[src/rtl/synth_load_pkg.sv]
// Package: default geometry of the serial divider word and a range helper.
// Assumes: the word is sent most significant bit first, with the steering bit last.
package synth_load_pkg;
    localparam int unsigned DEF_SR_W   = 19;  // shift register length
    localparam int unsigned DEF_R_W    = 14;  // reference ratio width
    localparam int unsigned DEF_A_W    = 7;   // swallow count width
    localparam int unsigned DEF_B_W    = 11;  // main count width
    localparam int unsigned DEF_MIN_R  = 3;   // smallest legal reference ratio
    localparam int unsigned DEF_MIN_B  = 3;   // smallest legal main count
    localparam int unsigned DEF_STAGES = 2;   // synchronizer depth

    // True when a field value sits below its legal minimum.
    function automatic logic below_min(input int unsigned val, input int unsigned lim);
        return val < lim;
    endfunction
endpackage

[src/rtl/sync_chain.sv]
// Module: multi-flop synchronizer for a bundle of asynchronous inputs.
// Assumes: STAGES >= 2; all bits take the same latency, so bits that change
// together stay aligned.
module sync_chain #(
    parameter int unsigned W      = 3,
    parameter int unsigned STAGES = 2
) (
    input  logic         clk,
    input  logic         rst_n,
    input  logic [W-1:0] din,
    output logic [W-1:0] dout
);
    logic [STAGES-1:0][W-1:0] stg;

    // Shift the sampled inputs through the chain of flops.
    always_ff @(posedge clk) begin
        if (!rst_n) begin
            stg <= '0;
        end else begin
            stg[0] <= din;
            for (int i = 1; i < STAGES; i++) stg[i] <= stg[i-1];
        end
    end

    assign dout = stg[STAGES-1];
endmodule

[src/rtl/edge_rise.sv]
// Module: rising-edge detector on synchronized levels.
// Assumes: inputs are already in the clk domain; a pulse lasts one cycle.
module edge_rise #(
    parameter int unsigned W = 2
) (
    input  logic         clk,
    input  logic         rst_n,
    input  logic [W-1:0] lvl,
    output logic [W-1:0] rise
);
    logic [W-1:0] prev;

    // Remember the previous level of each input.
    always_ff @(posedge clk) begin
        if (!rst_n) prev <= '0;
        else        prev <= lvl;
    end

    assign rise = lvl & ~prev;

    // a level that stays high yields a single pulse
    rise_single_chk: assert property (@(posedge clk) disable iff (!rst_n)
        (rise != '0) |=> ((rise & $past(rise)) == '0));
endmodule

[src/rtl/shift_capture.sv]
// Module: serial shift register, filled one bit per detected bit-clock edge.
// Assumes: din is synchronized with the same latency as the edge pulse.
module shift_capture #(
    parameter int unsigned SR_W = 19
) (
    input  logic            clk,
    input  logic            rst_n,
    input  logic            shift_en,
    input  logic            din,
    output logic [SR_W-1:0] word
);
    // Push the new bit into bit 0; the oldest bit falls off the top.
    always_ff @(posedge clk) begin
        if (!rst_n)        word <= '0;
        else if (shift_en) word <= {word[SR_W-2:0], din};
    end


    shift_in_chk: assert property (@(posedge clk) disable iff (!rst_n)
        shift_en |=> (word[0] == $past(din)) && (word[SR_W-1:1] == $past(word[SR_W-2:0])));


    shift_hold_chk: assert property (@(posedge clk) disable iff (!rst_n)
        !shift_en |=> $stable(word));
endmodule

[src/rtl/word_latch.sv]
// Module: steers a shifted word into the reference or program latch,
// pulses the matching update strobe and keeps the sticky out-of-range flag.
// Assumes: load is a one-cycle pulse; word is the register before any
// shift that happens in the same cycle.
module word_latch
    import synth_load_pkg::*;
#(
    parameter int unsigned SR_W  = DEF_SR_W,
    parameter int unsigned R_W   = DEF_R_W,
    parameter int unsigned A_W   = DEF_A_W,
    parameter int unsigned B_W   = DEF_B_W,
    parameter int unsigned MIN_R = DEF_MIN_R,
    parameter int unsigned MIN_B = DEF_MIN_B
) (
    input  logic            clk,
    input  logic            rst_n,
    input  logic            load,
    input  logic [SR_W-1:0] word,
    output logic [R_W-1:0]  ref_div,
    output logic            pre_sel,
    output logic [A_W-1:0]  swal,
    output logic [B_W-1:0]  main,
    output logic            ref_upd,
    output logic            prog_upd,
    output logic            bad_val
);
    localparam int unsigned PRE_POS = R_W + 1;
    localparam int unsigned B_LSB   = A_W + 1;

    logic           to_ref;
    logic [R_W-1:0] new_r;
    logic [A_W-1:0] new_a;
    logic [B_W-1:0] new_b;
    logic           new_bad;

    // Pull the fields out of the word and judge their range.
    always_comb begin
        to_ref  = word[0];
        new_r   = word[R_W:1];
        new_a   = word[A_W:1];
        new_b   = word[B_LSB +: B_W];
        new_bad = to_ref ? below_min(32'(new_r), MIN_R) : below_min(32'(new_b), MIN_B);
    end

    // Reference latch with its update strobe.
    always_ff @(posedge clk) begin
        if (!rst_n) begin
            ref_div <= R_W'(MIN_R);
            pre_sel <= 1'b0;
            ref_upd <= 1'b0;
        end else begin
            ref_upd <= load && to_ref;
            if (load && to_ref) begin
                ref_div <= new_r;
                pre_sel <= word[PRE_POS];
            end
        end
    end

    // Program latch with its update strobe.
    always_ff @(posedge clk) begin
        if (!rst_n) begin
            swal     <= '0;
            main     <= B_W'(MIN_B);
            prog_upd <= 1'b0;
        end else begin
            prog_upd <= load && !to_ref;
            if (load && !to_ref) begin
                swal <= new_a;
                main <= new_b;
            end
        end
    end

    // Sticky flag for a latched word below the legal minimum.
    always_ff @(posedge clk) begin
        if (!rst_n)               bad_val <= 1'b0;
        else if (load && new_bad) bad_val <= 1'b1;
    end


    ref_pulse_chk: assert property (@(posedge clk) disable iff (!rst_n)
        ref_upd |=> !ref_upd);

    prog_pulse_chk: assert property (@(posedge clk) disable iff (!rst_n)
        prog_upd |=> !prog_upd);

    upd_excl_chk: assert property (@(posedge clk) disable iff (!rst_n)
        !(ref_upd && prog_upd));

    ref_hold_chk: assert property (@(posedge clk) disable iff (!rst_n)
        !ref_upd |-> ($stable(ref_div) && $stable(pre_sel)));

    prog_hold_chk: assert property (@(posedge clk) disable iff (!rst_n)
        !prog_upd |-> ($stable(swal) && $stable(main)));

    bad_sticky_chk: assert property (@(posedge clk) disable iff (!rst_n)
        bad_val |=> bad_val);
endmodule

[src/rtl/serial_synth_loader.sv]
// Module: top of the three-wire divider word loader.
// Assumes: data, bit clock and load come from another domain and each holds
// its level for several system clock cycles; none of them clocks a flop.
module serial_synth_loader
    import synth_load_pkg::*;
#(
    parameter int unsigned SR_W   = DEF_SR_W,
    parameter int unsigned R_W    = DEF_R_W,
    parameter int unsigned A_W    = DEF_A_W,
    parameter int unsigned B_W    = DEF_B_W,
    parameter int unsigned MIN_R  = DEF_MIN_R,
    parameter int unsigned MIN_B  = DEF_MIN_B,
    parameter int unsigned STAGES = DEF_STAGES
) (
    input  logic           clk,
    input  logic           rst_n,
    input  logic           ser_dat_i,
    input  logic           ser_clk_i,
    input  logic           ser_load_i,
    output logic [R_W-1:0] ref_div_o,
    output logic           pre_sel_o,
    output logic [A_W-1:0] swal_o,
    output logic [B_W-1:0] main_o,
    output logic           ref_upd_o,
    output logic           prog_upd_o,
    output logic           bad_val_o
);
    localparam int unsigned N_WIRES = 3;

    logic [N_WIRES-1:0] wires_sync;
    logic [1:0]         edges;
    logic [SR_W-1:0]    sr_word;

    sync_chain #(.W(N_WIRES), .STAGES(STAGES)) u_sync (
        .clk  (clk),
        .rst_n(rst_n),
        .din  ({ser_load_i, ser_clk_i, ser_dat_i}),
        .dout (wires_sync)
    );

    edge_rise #(.W(2)) u_edge (
        .clk  (clk),
        .rst_n(rst_n),
        .lvl  (wires_sync[2:1]),
        .rise (edges)
    );

    shift_capture #(.SR_W(SR_W)) u_shift (
        .clk     (clk),
        .rst_n   (rst_n),
        .shift_en(edges[0]),
        .din     (wires_sync[0]),
        .word    (sr_word)
    );

    word_latch #(
        .SR_W(SR_W), .R_W(R_W), .A_W(A_W), .B_W(B_W),
        .MIN_R(MIN_R), .MIN_B(MIN_B)
    ) u_latch (
        .clk     (clk),
        .rst_n   (rst_n),
        .load    (edges[1]),
        .word    (sr_word),
        .ref_div (ref_div_o),
        .pre_sel (pre_sel_o),
        .swal    (swal_o),
        .main    (main_o),
        .ref_upd (ref_upd_o),
        .prog_upd(prog_upd_o),
        .bad_val (bad_val_o)
    );


    rst_vals_chk: assert property (@(posedge clk)
        !rst_n |=> (ref_div_o == R_W'(MIN_R)) && (main_o == B_W'(MIN_B)) && (swal_o == '0)
                   && !pre_sel_o && !bad_val_o && !ref_upd_o && !prog_upd_o);
endmodule

[config.mk]
export PLATFORM = sky130hd
export DESIGN_NAME = serial_synth_loader
export DESIGN_NICKNAME = d
export VERILOG_FILES = /design/src/rtl/synth_load_pkg.sv /design/src/rtl/sync_chain.sv /design/src/rtl/edge_rise.sv /design/src/rtl/shift_capture.sv /design/src/rtl/word_latch.sv /design/src/rtl/serial_synth_loader.sv
export SDC_FILE = /design/constraint.sdc
export NUM_CORES = 1
export LEC_CHECK = 0
export BUFFER_PORTS_ARGS = -buffer_cell sky130_fd_sc_hd__buf_2
export CORE_MARGIN = 2
export CORE_UTILIZATION = 51
export CTS_BUF_LIST = sky130_fd_sc_hd__clkbuf_8
export CTS_CLUSTER_SIZE = 25
export DETAILED_ROUTE_END_ITERATION = 8
export GPL_TIMING_DRIVEN = 0
export PLACE_DENSITY = 0.81
export SYNTH_ARGS = -nofsm -noshare
export SYNTH_HDL_FRONTEND = slang
export SYNTH_HIERARCHICAL = 1
export SYNTH_SLANG_ARGS = --single-unit
[constraint.sdc]
create_clock -name clk -period 1.35 [get_ports clk]
set_clock_uncertainty 0.2 [all_clocks]
set_input_delay 0.2025 -clock clk [delete_from_list [all_inputs] [get_ports clk]]
set_output_delay 0.2025 -clock clk [all_outputs]
set_load 0.02 [all_outputs]
Word level (Yosys, flattened, before mapping)
Index checks and enable logic that the tools add are counted.

$lt $le $gt $ge: 2. Mux-type cells: 1. Bitwise logic cells: 2. Reduce and logical (&&, ||, !) cells: 4.

Operator list (number): 14-bit by 2-bit < comparator with 1-bit output, second input constant (1); 11-bit by 2-bit < comparator with 1-bit output, second input constant (1); 1-bit logical AND (3); 2-bit AND (1); 2-bit inverter (1); 1-bit zero test (1); 1-bit two-way mux (1).

Bits in registers: 63. Input bits: 5. Output and inout bits: 36. Logic and storage cells: 20.

Longest topological paths before layout
Gate-level depths: netlist (run 1).

Word-level depth: 3. Depth in mapped cells: 7. Depth with buffers taken out: 5.

Hierarchy
Netlist (run 1), hierarchy kept.

Modules (own cells, without submodules): word_latch (times used 1, cells an instance 161, area an instance 1361.3 um2); shift_capture (times used 1, cells an instance 60, area an instance 724.4 um2); sync_chain (times used 1, cells an instance 15, area an instance 180.2 um2); edge_rise (times used 1, cells an instance 6, area an instance 80.1 um2).

Least setup slack after synthesis (run 1)
No wires, ideal clock.

Kind: register to register. From: reg u_sync.stg, in the netlist u_sync/dout[2]. To: reg u_latch.bad_val. Arrival time: 1.159 ns. Required time: 1.092 ns. Slack: -0.067 ns. Stages on the path, launching flop included: 8. Path buffers: 2. Clock period less this slack: 1.417 ns. Cells stage by stage: dfxtp_1 > buf_4 > nor2b_4 > nor2b_2 > buf_2 > nand3_1 > a21oi_2 > o21a_1.

Cells in the longest elaborated chain, start to end: 2.

RTL lines: from (decl) (RTL line sync_chain.sv:13) `logic [STAGES-1:0][W-1:0] stg;`; 2-bit AND (RTL line edge_rise.sv:19) `assign rise = lvl & ~prev;`; net edges[1] (RTL line serial_synth_loader.sv:31) `logic [1:0] edges;`; 1-bit logical AND (RTL line word_latch.sv:78) `else if (load && new_bad) bad_val <= 1'b1;`; to (signal assigned) (RTL line word_latch.sv:77) `if (!rst_n) bad_val <= 1'b0;`; to (signal assigned) (RTL line word_latch.sv:78); to (decl) (RTL line word_latch.sv:25) `output logic bad_val`.

The timed path passes the listed nets, and every way through them passes these cells. A chain may end at the register's enable or synchronous reset.

Worst setup path after layout (run 1)
From: reg u_sync.stg, in the netlist u_sync/dout[2]. To: reg u_latch.swal[2].

Cells in the longest elaborated chain, start to end: 2.

RTL lines: 2-bit AND (RTL line edge_rise.sv:19); net edges[1] (RTL line serial_synth_loader.sv:31); 1-bit logical AND (RTL line word_latch.sv:68) `if (load && !to_ref) begin`; to (signal assigned) (RTL line word_latch.sv:69) `swal <= new_a;`; to (decl) (RTL line word_latch.sv:21) `output logic [A_W-1:0] swal,`.

The timed path passes the listed nets, and every way through them passes these cells.

==> results of run 1 <==
-- cell type report --
cell class	count	area share, %
Clock buffer	13	5.89
Multi-Input combinational cell	163	34.4
Clock inverter	1	0.124
Timing Repair Buffer	53	11.9
Buffer	12	3.87
Sequential cell	63	41.7
Tap cell	52	2.14
-- worst max-delay path, cell delays in order, from the launching register on --
cell and delay, ps:
dfxtp_2 320, nor2b_4 180, nor2b_4 190, buf_6 130, buf_6 120, nand2_1 60
a21boi_1 160
-- cells in the mapped netlist --
cell type	n
a21boi_1	24
clkbuf_1	5
nand3_1	5
dfxtp_1	63
a21oi_2	1
a211oi_1	1
nor2b_2	1
o21a_1	1
nand4_1	1
nor2b_1	19
nor2b_4	2
and3_1	1
nand2b_1	1
nor3_1	1
and2_1	10
buf_12	1
buf_6	1
mux2i_1	19
or4_4	1
buf_2	4
nand2_1	68
a21boi_0	5
buf_4	5
nor4_1	2
-- routing by layer --
metal / vias to the layer above / GRT usage (%)
li1: 909 / -
met1: 876 / 24.5
met2: 55 / 30.0
met3: 17 / 4.64
met4: 0 / 14.0
met5: - / 0
-- stage by stage --
stage,instances,hold slack [ps],power (uW)
final,357,126,3550
after detailed placement,334,208,2060
after global routing,357,161,3640
after global placement,334,202,2060
after floorplan,242,124,2020
after CTS,352,119,3550
-- registers in the layout, indices dropped and copies added (netlist names) --
register / flops
u_latch/prog_upd: 1
u_latch/ref_div: 14
u_latch/bad_val: 1
u_sync/stg: 3
u_latch/pre_sel: 1
u_latch/main: 11
u_sync/dout: 3
u_latch/swal: 7
u_latch/ref_upd: 1
u_shift/word: 19
u_edge/prev: 2
-- cells by family (layout without fill, tap and decap cells) --
logic type / after synthesis / count (layout) / synth area share [%]
AOI/OAI and AO/OA: 32 / 32 / 10.3
buffers and inverters: 16 / 79 / 4.59
DFF: 63 / 63 / 53.8
muxes: 19 / 19 / 8.11
and+or+nand+nor: 112 / 112 / 23.3
-- repair_timing --
item	in CTS	in global routing
setup endpoints to repair	35	48
hold buffers	3	0
gates cloned	0	2
hold endpoints to repair	3	0
pin swaps	3	8
setup buffers	4	4
gates resized for setup	14	21
-- final timing paths --
kind / from / end / slack, ps / depth (start not counted)
max reg2reg: u_sync/dout[2]$_SDFF_PN0_ / u_latch/swal[2]$_SDFFE_PN0P_ / -90 / 6
min reg2reg: u_sync/stg[2]$_SDFF_PN0_ / u_sync/dout[2]$_SDFF_PN0_ / 230 / 1
max: u_sync/dout[2]$_SDFF_PN0_ / u_latch/swal[2]$_SDFFE_PN0P_ / -90 / 6
min: rst_n / u_latch/main[10]$_SDFFE_PN0P_ / 130 / 2
-- power groups by stage --
stage | registers, uW | logic [uW] | clock network (uW)
after floorplan | 1930 | 92.9 | 0
after global routing | 1880 | 183 | 1580
after CTS | 1880 | 157 | 1510
final | 1880 | 171 | 1500
after global placement | 1920 | 135 | 0
after detailed placement | 1920 | 136 | 0
==> metrics.csv, run 1 <==
stage;metric;value;unit
power;Clk pwr share;42.2;%
power;worst-case vdd ir drop;0.781;mV
place;Post-DP Area;2630;um2
layout;fin nets;307;
sta;worst-margin pin slew;393;ps
route;WL met1;2310;um
clocking;CTS tree;yes;
route;wire length per cell;14.4;um
floorplan;Die Ht;71.8;um
route;via count;1857;
layout;leading cell type in the layout, fill and taps excluded;nand2_1;
synthesis;Avg Cell Area, Syn;9.69;um2
clocking;worst skew pair latency;330;ps
floorplan;die width;71.8;um
critical_path;CP max FO;6;
power;Sw Ratio;21.0;%
sta;setup TNS;-373;ps
critical_path;Critical Path End Type;flip-flop;
power;power share of the combinational group;4.8;%
place;DPL Wire Length;3040;um
critical_path;Worst EP required;1400;ps
power;Pwr Density;1170;nW/um2
outcome;failing checks;negative setup slack;
power;Pleak;0.00126;uW
floorplan;die area;5160;um2
clocking;CTS Buf Count;9;
route;Via density;5.20;
floorplan;Core ar.;4380;um2
sta;Max Freq;693;MHz
layout;final core occ;69.3;%
route;# DRC;0;
synthesis;Cells after Synth;242;
route;Met3 Wirelength;266;um
route;top routing layer in use;met4;
global_route;total gr overflow;0;
synthesis;synth top area cells;dfxtp_1, nand2_1, mux2i_1;
layout;area of the multi-input gates;1050;um2
layout;most frequent cells in the layout;nand2_1, dfxtp_1, buf_2, a21boi_1;
critical_path;WP data arrival;1490;ps
clocking;clock transition at the registers of the reported paths;70;ps
power;sw power;745;uW
sta;final critical-path setup slack;-93.5;ps
power;Flop pwr share;53.0;%
global_route;GRT Util Overall;19.7;%
synthesis;Cell variety after synth;24;
clocking;Root Buffer;clkbuf_8;
layout;post-route cell area;3040;um2
power;internal cell power;2810;uW
floorplan;cell row count;24;
critical_path;WS Path Type;reg -> reg;
route;Initial DRT Pass Iterations;4;
sta;max_slew headroom;73.8;%
layout;Area Growth Syn to Fin;29.5;%
critical_path;startpoint types;flip-flop;
clocking;Clock Sinks;63;
global_route;vias in the first global route;1799;
sta;RSZ-0062 raised after global routing;yes;
sta;Slew Viols, Final;0;
layout;Seq. cell area;1270;um2
job;Max Cap Viol;0;
sta;setup violators final;15;
global_route;global-route wire length before repair;7780;um
min_path;Hold Crit Class;in -> reg;
synthesis;post-synthesis sequential area ratio;53.8;%
synthesis;synthesized net count;247;
floorplan;Initial Util;53.5;%
clocking;clock tree buffer depth;2;
sta;Final Hold Fails;0;
sta;crit share post-route;107;%
clocking;CTS H-Tree Depth;3;
layout;# diodes;0;
global_route;largest net degree at the start of global routing;28;
place;dpl ws;-164;ps
place;# port buffers;40;
synthesis;yosys synthesis warning count;6;
global_route;antenna violations before repair;0;
route;initial DRC count;132;
outcome;status;finished with violations;
synthesis;Mapped Area;2350;um2
route;drt total wl;5130;um
synthesis;Seq cells post-synth;63;
layout;layout cells sized above 1;30.5;%
route;ANT nets after route;0;
place;Final Wtd Congestion;0.766;
synthesis;top-area cell type share of the netlist area;53.8;%
synthesis;Synth area leader;dfxtp_1;
layout;Fillers;318;
sta;Final Critical Period;1440;ps
floorplan;number of top-level pins;41;
route;met2 WL;2390;um
Note: power is estimated with default switching activity, not from simulation.
==> inputs of run 2 (changes only) <==
--- a/config.mk
+++ b/config.mk
@@ -13,6 +13,7 @@
 export DETAILED_ROUTE_END_ITERATION = 8
 export GPL_TIMING_DRIVEN = 0
 export PLACE_DENSITY = 0.81
+export REMOVE_ABC_BUFFERS = 1
 export SYNTH_ARGS = -nofsm -noshare
 export SYNTH_HDL_FRONTEND = slang
 export SYNTH_HIERARCHICAL = 1
==> run 2 against run 1 <==
Against the previous run: the run still ends with negative setup slack left; utilization is 3.4 points lower; power is 3.0% lower; fmax grew 0.94%; via count decreased by 4.7%; count of clock-buffer cells in the layout is 2 lower; critical path type unchanged.
==> metrics.csv, run 2 (synthesis results as in run 1) <==
stage;metric;value;unit;change
outcome;status;finished with violations;;
outcome;failing checks;negative setup slack;;
critical_path;CP delay by family, top;simple AND/OR/NAND/NOR gates;;
power;Total Power;3450;uW;-3.0%
min_path;Hold Crit Class;in -> reg;;
sta;RSZ-0062 raised after global routing;yes;;
global_route;total gr overflow;0;;unchanged
power;Clk pwr share;41.1;%;-1.1 points
layout;largest register by flop count;u_shift/word;;
sta;Slew Viols, Final;0;;unchanged
sta;Max Freq;699;MHz;+0.94%
critical_path;Worst EP required;1430;ps;+30 ps
critical_path;R2R Setup Slk;-80;ps;about the same
route;ANT nets after route;0;;unchanged
sta;crit share post-route;106;%;-1.0 points
power;Sw Ratio;21.8;%;+0.86 points
power;worst-case vdd ir drop;0.887;mV;+14%
floorplan;Die Ht;71.8;um;unchanged
clocking;Root Buffer;clkbuf_8;;
route;Via density;5.07;;-2.5%
layout;Top Registers;u_shift/word x19, u_latch/ref_div x14, u_latch/main x11;;
floorplan;die area;5160;um2;unchanged
route;via count;1770;;-4.7%
clocking;CTS tree;yes;;
floorplan;Core ar.;4380;um2;unchanged
global_route;GRT Util Overall;18.8;%;-0.91 points
route;wire length per cell;13.5;um;-6.0%
critical_path;reg2reg path depth;5;;-1
layout;fin nets;297;;-3.3%
power;Pleak;0.00115;uW;-8.6%
layout;post-route cell area;2890;um2;-4.9%
critical_path;WP data arrival;1510;ps;+20 ps
critical_path;Slowest-stage cell, CP;dfxtp_2;;
clocking;CTS Buf Count;9;;unchanged
clocking;Clock Sinks;63;;unchanged
global_route;largest net degree at the start of global routing;64;;+130%
critical_path;crit-path cells;nor2b_4, and2_4, nand4_1, a21oi_2, o21a_1;;
critical_path;Worst path depth;5;;-1
power;sw power;752;uW;+0.95%
floorplan;number of top-level pins;41;;unchanged
power;power share of the combinational group;4.3;%;-0.5 points
floorplan;die width;71.8;um;unchanged
global_route;antenna violations before repair;0;;unchanged
layout;layout cells sized above 1;27.9;%;-2.5 points
sta;Final Critical Period;1430;ps;-13.5 ps
layout;leading cell type in the layout, fill and taps excluded;nand2_1;;
clocking;CTS H-Tree Depth;3;;unchanged
place;# port buffers;40;;unchanged
min_path;Hold Path Depth;2;;unchanged
floorplan;cell row count;24;;unchanged
critical_path;Critical Path End Type;flip-flop;;
place;DPL Wire Length;2470;um;-19%
critical_path;CP max FO;8;;+2
power;Flop pwr share;54.6;%;+1.6 points
sta;Final Hold Fails;0;;unchanged
layout;flip-flop count of the largest register after layout;19;;unchanged
layout;# diodes;0;;unchanged
clocking;clock tree buffer depth;2;;unchanged
place;Final Wtd Congestion;0.695;;-9.3%
critical_path;WP buf/inv;0;;-2
route;initial DRC count;128;;-3.0%
sta;worst-margin pin slew;814;ps;+420 ps
layout;most frequent cells in the layout;nand2_1, dfxtp_1, buf_2, a21boi_1, nor2b_1;;
sta;setup violators final;14;;-1
route;drt total wl;4720;um;-8.1%
job;Max Cap Viol;0;;unchanged
power;internal cell power;2690;uW;-4.1%
route;# DRC;0;;unchanged
sta;max_slew headroom;45.8;%;-28 points
floorplan;Initial Util;53.5;%;unchanged
clocking;worst skew pair latency;330;ps;about the same
layout;Area Growth Syn to Fin;23.1;%;
global_route;vias in the first global route;1614;;-10%
sta;final critical-path setup slack;-80.1;ps;+13.5 ps
place;Post-DP Area;2500;um2;-4.8%
critical_path;Worst path max stage delay;330;ps;about the same
critical_path;startpoint types;flip-flop;;
route;Initial DRT Pass Iterations;4;;unchanged
clocking;clock transition at the registers of the reported paths;70;ps;about the same
global_route;global-route wire length before repair;7360;um;-5.5%
critical_path;WS Path Type;reg -> reg;;
power;Pwr Density;1190;nW/um2;+2.0%
run 2: power by group through the flow:
stage	logic, uW	registers, uW	clock network (uW)
final	149	1880	1420
after global routing	160	1880	1540
after CTS	140	1880	1450
after detailed placement	113	1920	0
after global placement	113	1920	0
after floorplan	63.8	1930	0
run 2: timing repair:
action                                 in CTS  in global routing
pin swaps                                   6                  2
endpoints found under the hold margin       3                  0
cloned                                      1                  2
resized for setup                          11                 14
hold buffers                                3                  0
setup endpoints to repair                  54                 36
buffers inserted                            4                  5
run 2: cell type report:
| cell class | count | area, um2 |
|---|---|---|
| clock buffer | 11 | 151 |
| clock inverter | 5 | 23.8 |
| fill | 367 | 1500 |
| multi-input combinational | 166 | 1050 |
| sequential | 63 | 1270 |
| tap | 52 | 65.1 |
| timing repair buffer | 52 | 333 |
run 2: routing by layer:
| layer | global-route usage [%] | up-vias | part of all wire (%) |
|---|---|---|---|
| met5 | 0 | - | 0 |
| met4 | 6.29 | 0 | 1.1 |
| met3 | 8.44 | 6 | 4.9 |
| met2 | 29.7 | 37 | 47 |
| met1 | 22.9 | 836 | 47 |
| li1 | - | 891 | - |
run 2: worst paths after layout:
kind,start,to
max,u_sync/dout[2]$_SDFF_PN0_,u_latch/bad_val$_SDFFE_PN0P_
min,rst_n,u_latch/main[1]$_SDFFE_PN1P_
min reg2reg,u_sync/stg[0]$_SDFF_PN0_,u_sync/dout[0]$_SDFF_PN0_
max reg2reg,u_sync/dout[2]$_SDFF_PN0_,u_latch/bad_val$_SDFFE_PN0P_
run 2: through the flow:
step                util, %  setup TNS (ps)  std cells  hold slack [ps]  worst slack [ps]
CTS                    63.7            -462        342              237              -168
global placement       57.1          -11930        318              209              -538
floorplan                 -           -1710        226             74.3              -234
finish                 65.9            -301        349              229             -80.1
detailed placement     57.1          -13720        318              213              -565
global route           65.9           -2100        349              243              -123
run 2: worst reg2reg max path: stages, from the launching register on:
cell and delay (ps):
dfxtp_2 330, nor2b_4 210, and2_4 240, nand4_1 130
a21oi_2 160, o21a_1 110
==> inputs of run 3 (changes only) <==
--- a/config.mk
+++ b/config.mk
@@ -12,7 +12,7 @@
 export CTS_CLUSTER_SIZE = 25
 export DETAILED_ROUTE_END_ITERATION = 8
 export GPL_TIMING_DRIVEN = 0
-export PLACE_DENSITY = 0.81
+export PLACE_DENSITY = 0.77
 export REMOVE_ABC_BUFFERS = 1
 export SYNTH_ARGS = -nofsm -noshare
 export SYNTH_HDL_FRONTEND = slang
==> run 3 against run 2 <==
Against the previous run: the run still ends with negative setup slack left; via count rose by 2.2%; sequential cell count did not move; clock power fell by 4%; power fell by 0.68%; final cell count did not move; final area rose by 3.2%; sequential share of layout area fell by 1.4 points; utilization rose by 2.1 points; global-route usage rose by 1.0 points; critical path type unchanged.
==> metrics.csv, run 3 (synthesis results as in run 1) <==
stage;metric;value;unit;change
critical_path;Slowest-stage cell, CP;dfxtp_2;;
critical_path;Critical Path End Type;flip-flop;;
route;ANT nets after route;0;;unchanged
clocking;CTS tree;yes;;
layout;Area Growth Syn to Fin;27.1;%;
outcome;status;finished with violations;;
critical_path;Crit Reg-Reg Startpoint;u_sync/dout[2]$_SDFF_PN0_;;
power;Pwr Density;1150;nW/um2;-3.8%
sta;Slew Viols, Final;0;;unchanged
place;Post-DP Area;2500;um2;unchanged
critical_path;startpoint types;flip-flop;;
place;Final Wtd Congestion;0.733;;+5.5%
route;Initial DRT Pass Iterations;4;;unchanged
critical_path;WP data arrival;1530;ps;+20 ps
layout;flip-flop count of the largest register after layout;19;;unchanged
place;DPL Wire Length;2550;um;+3.4%
critical_path;Worst path max stage delay;320;ps;about the same
route;Via density;5.18;;+2.2%
layout;Final Non-Filler Cells;349;;unchanged
clocking;worst skew pair latency;330;ps;about the same
layout;most frequent cells in the layout;dfxtp_1, nand2_1, buf_2, a21boi_1;;
critical_path;WP buf/inv;1;;+1
critical_path;CP delay by family, top;simple AND/OR/NAND/NOR gates;;
sta;Final Critical Period;1450;ps;+24.0 ps
clocking;CTS Buf Count;9;;unchanged
power;worst-case vdd ir drop;0.666;mV;-25%
critical_path;crit-path cells;nor2b_4, buf_4, nor2b_4, nand3_2, a21oi_2, o21a_1;;
sta;RSZ-0062 raised after global routing;yes;;
power;Pleak;0.00125;uW;+9.0%
route;# DRC;0;;unchanged
sta;final critical-path setup slack;-104;ps;-24.0 ps
layout;largest register by flop count;u_shift/word;;
global_route;largest net degree at the start of global routing;64;;unchanged
floorplan;Core ar.;4380;um2;unchanged
critical_path;CP Launch Point;u_sync/dout[2]$_SDFF_PN0_;;
route;initial DRC count;122;;-4.7%
sta;Final Hold Fails;0;;unchanged
floorplan;die area;5160;um2;unchanged
layout;post-route cell area;2980;um2;+3.2%
outcome;failing checks;negative setup slack;;
sta;max_slew headroom;43.4;%;-2.4 points
place;Cells after DPL;318;;unchanged
global_route;GRT Util Overall;19.8;%;+1.0 points
floorplan;die width;71.8;um;unchanged
route;drt total wl;4870;um;+3.4%
route;wire length per cell;14.0;um;+3.4%
floorplan;Die Ht;71.8;um;unchanged
critical_path;CP max FO;5;;-3
global_route;global-route wire length before repair;7620;um;+3.6%
global_route;vias in the first global route;1607;;-0.43%
clocking;clock tree buffer depth;2;;unchanged
job;Max Cap Viol;0;;unchanged
global_route;total gr overflow;0;;unchanged
critical_path;WS Path Type;reg -> reg;;
global_route;antenna violations before repair;0;;unchanged
sta;worst-margin pin slew;849;ps;+35.7 ps
sta;crit share post-route;108;%;+1.8 points
layout;# diodes;0;;unchanged
critical_path;Worst EP required;1430;ps;about the same
critical_path;Reg-to-Reg End;u_latch/bad_val$_SDFFE_PN0P_;;
sta;Max Freq;688;MHz;-1.6%
min_path;Hold Crit Class;reg -> reg;;
layout;layout cells sized above 1;30.3;%;+2.4 points
clocking;Clock Sinks;63;;unchanged
layout;Top Registers;u_shift/word x19, u_latch/ref_div x14, u_latch/main x11;;
critical_path;R2R Setup Slk;-100;ps;-20 ps
critical_path;Worst path most repeated cell;nor2b_4;;
critical_path;reg2reg path depth;6;;+1
layout;fin nets;299;;+0.67%
critical_path;Worst path depth;6;;+1
clocking;Root Buffer;clkbuf_8;;
floorplan;Initial Util;53.5;%;unchanged
route;via count;1809;;+2.2%
layout;final core occ;68.0;%;+2.1 points
place;# port buffers;40;;unchanged
floorplan;cell row count;24;;unchanged
clocking;clock transition at the registers of the reported paths;60;ps;about the same
sta;setup violators final;20;;+6
layout;leading cell type in the layout, fill and taps excluded;dfxtp_1;;
clocking;CTS H-Tree Depth;3;;unchanged
floorplan;number of top-level pins;41;;unchanged
critical_path;critical path endpoint;u_latch/bad_val$_SDFFE_PN0P_;;
-- run 3: changes by cell type in the layout (fill, tap and decap cells not counted), moves of 2 or more --
| cell | previous run | this run |
|---|---|---|
| nand2_1 | 64 | 58 |
| nand2_4 | 0 | 5 |
| buf_12 | 1 | 4 |
| clkinv_2 | 4 | 1 |
| a21boi_2 | 2 | 4 |
| buf_4 | 2 | 4 |
| buf_6 | 6 | 4 |
-- run 3: worst min-delay path by stage --
stage,cells past startpoint,to,start
CTS,1,u_sync/dout[2]$_SDFF_PN0_,u_sync/stg[2]$_SDFF_PN0_
finish,1,u_sync/dout[2]$_SDFF_PN0_,u_sync/stg[2]$_SDFF_PN0_
global placement,2,u_sync/stg[1]$_SDFF_PN0_,ser_clk_i
global route,1,u_sync/dout[2]$_SDFF_PN0_,u_sync/stg[2]$_SDFF_PN0_
floorplan,1,u_latch/main[0]$_SDFFE_PN1P_,rst_n
detailed placement,2,u_sync/stg[1]$_SDFF_PN0_,ser_clk_i
-- run 3: metal layers --
metal | track usage, % | vias to the layer above | share of wire [%]
li1 | - | 894 | -
met1 | 24.7 | 861 | 44
met2 | 31.1 | 44 | 49
met3 | 7.45 | 10 | 5.1
met4 | 8.18 | 0 | 2.4
met5 | 0 | - | 0
-- run 3: power breakdown --
part	switching, uW	internal [uW]	leakage, uW
Clock	638	729	0.0000937
Sequential	6.82	1880	0.000510
Combinational	81.3	92.2	0.000649
Total	726	2700	0.00125
-- run 3: layout make-up --
type	count	area [um2]
fill	353	1400
sequential	63	1260
multi-input combinational	164	1080
timing repair buffer	56	413
clock buffer	11	151
tap	52	65.1
clock inverter	3	12.5
-- run 3: stage by stage --
stage	hold slack, ps	worst slack, ps	setup TNS (ps)	total power (uW)
5_1_grt	245	-190	-3320	3540
6_report	232	-104	-1550	3420
3_3_place_gp	207	-556	-12460	2040
4_1_cts	234	-103	-937	3440
2_1_floorplan	74.3	-234	-1710	1990
3_5_place_dp	208	-601	-14620	2040
-- run 3: timing repair --
| action | CTS | global route |
|---|---|---|
| gates resized for setup | 9 | 27 |
| buffers inserted | 8 | 4 |
| hold endpoints to repair | 3 | 0 |
| hold buffers | 3 | 0 |
| endpoints found under the setup margin | 54 | 35 |
| cloned | 2 | 0 |
| pin swaps | 0 | 4 |
-- run 3: worst reg2reg max path, delay by kind of cell (launching register included) --
kind                   cells  cell delay, ps
flip-flops                 1             320
AO/OA/AOI/OAI              2             260
buffers and inverters      1             130
AND/OR/NAND/NOR            3             500
